### src/rtl/mbox_pkg.sv
package mbox_pkg;

    // Index of each port in the per-port arrays
    localparam int PORT_LT = 0;
    localparam int PORT_RT = 1;
    localparam int NUM_PORTS = 2;

    // Interrupt flag machine states
    typedef enum logic {
        FLAG_IDLE    = 1'b0,
        FLAG_PENDING = 1'b1
    } flag_state_e;

endpackage

### src/rtl/mbox_decode.sv
// Per-port decode of mailbox accesses into qualified set / clear requests.
module mbox_decode #(
    parameter int AW = 16,
    parameter logic [AW-1:0] OWN_BOX  = '1,
    parameter logic [AW-1:0] PEER_BOX = '0
) (
    input  logic          en,
    input  logic          wr,
    input  logic          rd,
    input  logic [AW-1:0] addr,
    input  logic          busy,
    output logic          post_peer,
    output logic          ack_own
);
    logic is_write;
    logic is_read;

    always_comb begin
        // A write strobe wins over a simultaneous read strobe
        is_write  = en && wr;
        is_read   = en && rd && !wr;
        post_peer = is_write && !busy && (addr == PEER_BOX);
        ack_own   = is_read  && !busy && (addr == OWN_BOX);
    end
endmodule

### src/rtl/mbox_flag.sv
// One interrupt flag: two-state machine, output decoded from the state.
module mbox_flag
    import mbox_pkg::*;
(
    input  logic clk,
    input  logic rst,
    input  logic post,
    input  logic ack,
    output logic irq_n
);
    flag_state_e state_q;
    flag_state_e state_d;

    always_comb begin
        state_d = state_q;
        unique case (state_q)
            FLAG_IDLE: begin
                if (post) state_d = FLAG_PENDING;       // POST
            end
            FLAG_PENDING: begin
                if (post)      state_d = FLAG_PENDING;  // REPOST, set wins
                else if (ack)  state_d = FLAG_IDLE;     // ACK
            end
        endcase
    end

    always_ff @(posedge clk) begin
        if (rst) state_q <= FLAG_IDLE;
        else     state_q <= state_d;
    end

    always_comb begin
        irq_n = (state_q == FLAG_IDLE);
    end

    // reset leaves the flag deasserted
    a_r8_reset_idle: assert property (@(posedge clk) rst |=> irq_n);

    // a qualified set always leaves the flag asserted
    a_r9_set_wins: assert property (@(posedge clk) disable iff (rst)
        post |=> !irq_n);

    // a lone clear releases the flag
    a_r4_ack_release: assert property (@(posedge clk) disable iff (rst)
        (ack && !post) |=> irq_n);

    // without requests the flag holds its value
    a_r10_hold: assert property (@(posedge clk) disable iff (rst)
        (!post && !ack) |=> $stable(irq_n));
endmodule

### src/rtl/mbox_irq_top.sv
module mbox_irq_top
    import mbox_pkg::*;
#(
    parameter int AW = 16
) (
    input  logic          clk,
    input  logic          rst,
    input  logic          lt_en,
    input  logic          lt_wr,
    input  logic          lt_rd,
    input  logic [AW-1:0] lt_addr,
    input  logic          lt_busy,
    input  logic          rt_en,
    input  logic          rt_wr,
    input  logic          rt_rd,
    input  logic [AW-1:0] rt_addr,
    input  logic          rt_busy,
    output logic          lt_irq_n,
    output logic          rt_irq_n
);
    // mailbox locations derived from the address width
    localparam logic [AW-1:0] RT_BOX = {AW{1'b1}};
    localparam logic [AW-1:0] LT_BOX = RT_BOX - 1'b1;

    logic          en_a   [NUM_PORTS];
    logic          wr_a   [NUM_PORTS];
    logic          rd_a   [NUM_PORTS];
    logic [AW-1:0] addr_a [NUM_PORTS];
    logic          busy_a [NUM_PORTS];
    logic          post_a [NUM_PORTS];
    logic          ack_a  [NUM_PORTS];
    logic          irq_a  [NUM_PORTS];

    always_comb begin
        en_a[PORT_LT]   = lt_en;   en_a[PORT_RT]   = rt_en;
        wr_a[PORT_LT]   = lt_wr;   wr_a[PORT_RT]   = rt_wr;
        rd_a[PORT_LT]   = lt_rd;   rd_a[PORT_RT]   = rt_rd;
        addr_a[PORT_LT] = lt_addr; addr_a[PORT_RT] = rt_addr;
        busy_a[PORT_LT] = lt_busy; busy_a[PORT_RT] = rt_busy;
        lt_irq_n = irq_a[PORT_LT];
        rt_irq_n = irq_a[PORT_RT];
    end

    for (genvar g = 0; g < NUM_PORTS; g++) begin : g_port
        localparam logic [AW-1:0] OWN  = (g == PORT_RT) ? RT_BOX : LT_BOX;
        localparam logic [AW-1:0] PEER = (g == PORT_RT) ? LT_BOX : RT_BOX;
        localparam int            OTHER = NUM_PORTS - 1 - g;

        mbox_decode #(.AW(AW), .OWN_BOX(OWN), .PEER_BOX(PEER)) u_dec (
            .en        (en_a[g]),
            .wr        (wr_a[g]),
            .rd        (rd_a[g]),
            .addr      (addr_a[g]),
            .busy      (busy_a[g]),
            .post_peer (post_a[g]),
            .ack_own   (ack_a[g])
        );

        // Flag g is set by the other port's write and cleared by its own read
        mbox_flag u_flag (
            .clk   (clk),
            .rst   (rst),
            .post  (post_a[OTHER]),
            .ack   (ack_a[g]),
            .irq_n (irq_a[g])
        );
    end

    // a busy left writer cannot raise the right flag
    a_r6_busy_blocks_set: assert property (@(posedge clk) disable iff (rst)
        (lt_en && lt_wr && lt_busy && lt_addr == RT_BOX && rt_irq_n) |=> rt_irq_n);

    // a busy right reader cannot drop its own flag
    a_r7_busy_blocks_clear: assert property (@(posedge clk) disable iff (rst)
        (rt_en && rt_rd && !rt_wr && rt_busy && rt_addr == RT_BOX && !rt_irq_n)
        |=> !rt_irq_n);

    // the right port reading the left mailbox never clears the left flag
    a_r5_peer_read_keeps: assert property (@(posedge clk) disable iff (rst)
        (!lt_irq_n && !(lt_en && lt_rd && lt_addr == LT_BOX)) |=> !lt_irq_n);
endmodule

### config.mk
export PLATFORM = sky130hd
export DESIGN_NAME = mbox_irq_top
export DESIGN_NICKNAME = d
export VERILOG_FILES = /design/src/rtl/mbox_pkg.sv /design/src/rtl/mbox_decode.sv /design/src/rtl/mbox_flag.sv /design/src/rtl/mbox_irq_top.sv
export SDC_FILE = /design/constraint.sdc
export NUM_CORES = 1
export LEC_CHECK = 0
export BUFFER_PORTS_ARGS = -buffer_cell sky130_fd_sc_hd__buf_4
export CORE_AREA = 2 2 39 41
export CTS_CLUSTER_DIAMETER = 150
export DETAILED_ROUTE_END_ITERATION = 10
export DIE_AREA = 0 0 41 43
export GPL_TIMING_DRIVEN = 0
export HOLD_SLACK_MARGIN = 0.05
export PLACE_DENSITY_LB_ADDON = 0.05
export SYNTH_ARGS = -nofsm -noshare
export SYNTH_HDL_FRONTEND = slang
export SYNTH_SLANG_ARGS = --single-unit
### constraint.sdc
create_clock -name clk -period 1.5 [get_ports clk]
set_input_delay 0.075 -clock clk [delete_from_list [all_inputs] [get_ports clk]]
set_output_delay 0.075 -clock clk [all_outputs]
set_load 0.05 [all_outputs]
==> results.yml <==
detailed_routing:
  wl_um: 937
  dr.first_iter.drc_count: 9
  vias: 408
  drt_first_pass_iters: 4
  vias_per_cell: 4.48
  drc: 0
  routedWlPerCell_um: 10.3
  ant_nets: 0
global_routing:
  overflow: 0
  antenna_found_initial: 0
  grt_max_degree: 5
  grt_pass1_wl_um: 1350
  grt_pass1_vias: 392
  grt_usage_pct: 11.6
timing:
  maxSlewHeadroom_pct: 81.4
  worst_slack_ns: 0.665
  setup_tns_ns: 0
  hold_violations: 0
  slew_violations: 0
  worstMarginPinSlew_ns: 0.276
  hold_slack_ns: 0.0727
  finClkSkew_ns: 0
  fin_crit_sh_pct: 55.6
  min_period_ns: 0.835
  setup_viol: 0
  grt_setup_unrepaired: "no"
  clock.fmax_ghz: 1.20
min_path:
  min_path_type: "in -> reg"
  hold_path_depth: 2
  hp-start: "rst"
  holdPathEnd: "g_port[1].u_flag.state_q"
worst_setup_path:
  cp.required_ns: 1.42
  crit_chain: "inv_1 > buf_4"
  worst_r2r_startpoint: "g_port[1].u_flag.state_q"
  worst_setup_path_start_kind: "flop"
  critPathArrivalTime_ns: 0.76
  path_class: "reg -> out"
  endpoint_kind: "output pin"
  reg2reg_slack_ns: 0.75
  cp_num_buf_inv: 2
  crit_fanout: 2
  crit_family: "flip-flops"
  cpPeakStageDelay_ns: 0.28
  critPathSlowestCell: "dfxtp_1"
  ff2ff_path_depth: 3
  rr_endpoint: "g_port[1].u_flag.state_q"
placement:
  numPortBuffers: 43
  place_congestion: 0.586
  dpl.hpwl_um: 814
  place_ws_ns: 0.474
  place_area_sq_um: 554
synthesis:
  yosys.area.top_type: "nand4_1"
  syn_nets: 71
  yosysSeqAreaShare_pct: 18.9
  ys_seq_elements: 2
  yosys-top-cells-area: "nand4_1 21%, dfxtp_1 19%, nand2_1 7.1%, nand4_2 5.9%, nor4_1 5.9%"
  avgSynthCellArea_sq_um: 7.29
  syn_area_sq_um: 211
  yosysTopAreaCellShare_pct: 20.7
  syn-instance-count: 29
  ys_warn_count: 0
  synth_cell_types: 16
final_layout:
  multi_input_area_sq_um: 164
  top_regs: "g_port.u_flag.state_q: 2 flops"
  design_area_sq_um: 577
  utilization_pct: 41.7
  nets: 119
  largest-register: "g_port.u_flag.state_q"
  largest_reg_flops: 2
  diodes: 0
  drive_gt1_share_pct: 65.3
  mostFrequentLayoutCells: "43 x buf_4, 7 x nand4_1, 4 x nand2_1"
  final_common_cell: "buf_4"
  regArea_sq_um: 40.0
  area_delta_synth_final_pct: 173
  nFillCells: 145
cts:
  postCtsHoldBufs: 0
  numCtsBuffers: 3
  cts_sinks: 2
  clkSlewWorstSetupHoldPaths_ns: 0.03
  ctsResizeCount: 0
  cts-root-buf: "clkbuf_4"
  clockBufferDepth: 2
  postCtsSetupBuffers: 0
  insertion_delay_ns: 0.22
  cts_tree: "yes"
  htreeDepth: 1
die:
  row_count: 14
  die_area_sq_um: 1760
  die_y_um: 43
  dieWidth_um: 41
  ioPinCount: 44
  initial_core_util_pct: 15.3
  design.core.area_sq_um: 1380
run_status:
  status: "finished clean"
power:
  combPwrFrac_pct: 35.8
  leakage_nw: 0.272
  swShare_pct: 19.4
  intPower_mw: 0.214
  p_per_area_nw_per_um2: 459
  sequentialPowerShare_pct: 20.2
  ir_drop_mv: 0.329
  clockPowerShare_pct: 43.9
  switching_power_mw: 0.0513
flow_run:
  max_cap_violations: 0
==> how the worst max path moves through the flow <==
stage,from,slack [ns],cells after the start,end
finish,g_port[1].u_flag.state_q,0.67,2,rt_irq_n
global route,g_port[0].u_flag.state_q,0.62,2,lt_irq_n
CTS,g_port[1].u_flag.state_q,0.65,2,rt_irq_n
detailed placement,lt_busy,0.47,5,g_port[0].u_flag.state_q
global placement,lt_busy,0.49,5,g_port[0].u_flag.state_q
floorplan,g_port[1].u_flag.state_q,0.54,3,g_port[1].u_flag.state_q
==> power groups by stage <==
stage,sequential (mW),combinational [mW],clock [mW]
after global routing,0.0536,0.105,0.128
after CTS,0.0536,0.0961,0.124
after detailed placement,0.0543,0.0955,0
after floorplan,0.0543,0.0104,0
after global placement,0.0543,0.0947,0
final,0.0536,0.0949,0.116
==> stage by stage <==
stage          total power [mW]  std cells
2_1_floorplan            0.0646         29
3_3_place_gp              0.149         88
3_5_place_dp              0.150         88
6_report                  0.265         91
4_1_cts                   0.274         91
5_1_grt                   0.286         91
==> Yosys cell counts <==
cell / instances
nand2_1: 4
inv_1: 2
nand3_1: 1
nor3_1: 1
a211o_1: 1
and4b_1: 1
dfxtp_1: 2
nor4_1: 2
nor4_2: 1
o21ai_0: 1
nand4_1: 7
nand2b_1: 1
nand4_2: 1
o31ai_2: 1
nor3b_1: 1
nor2_1: 2
==> cells by family (layout without fill, tap and decap cells) <==
logic type | Yosys count | after routing | share of synthesized area, %
flops | 2 | 2 | 18.9
buf+inv | 2 | 48 | 3.55
simple gates | 22 | 22 | 65.1
compound gates | 3 | 3 | 12.4
==> final cells by class <==
type | instances | share of cell area [%]
flip-flops and latches | 2 | 6.94
clock buffers | 3 | 3.90
inverters | 2 | 1.30
multi-input cells | 25 | 28.4
repair buffers | 43 | 56.0
well taps | 16 | 3.47
==> routing by layer <==
metal	vias up	global-route usage, %	wire [um]
met5	-	0	0
li1	209	-	-
met3	0	4.19	171
met4	0	7.33	0
met2	28	21.3	484
met1	171	9.27	281
No activity file was read; power rests on OpenSTA's default activity.
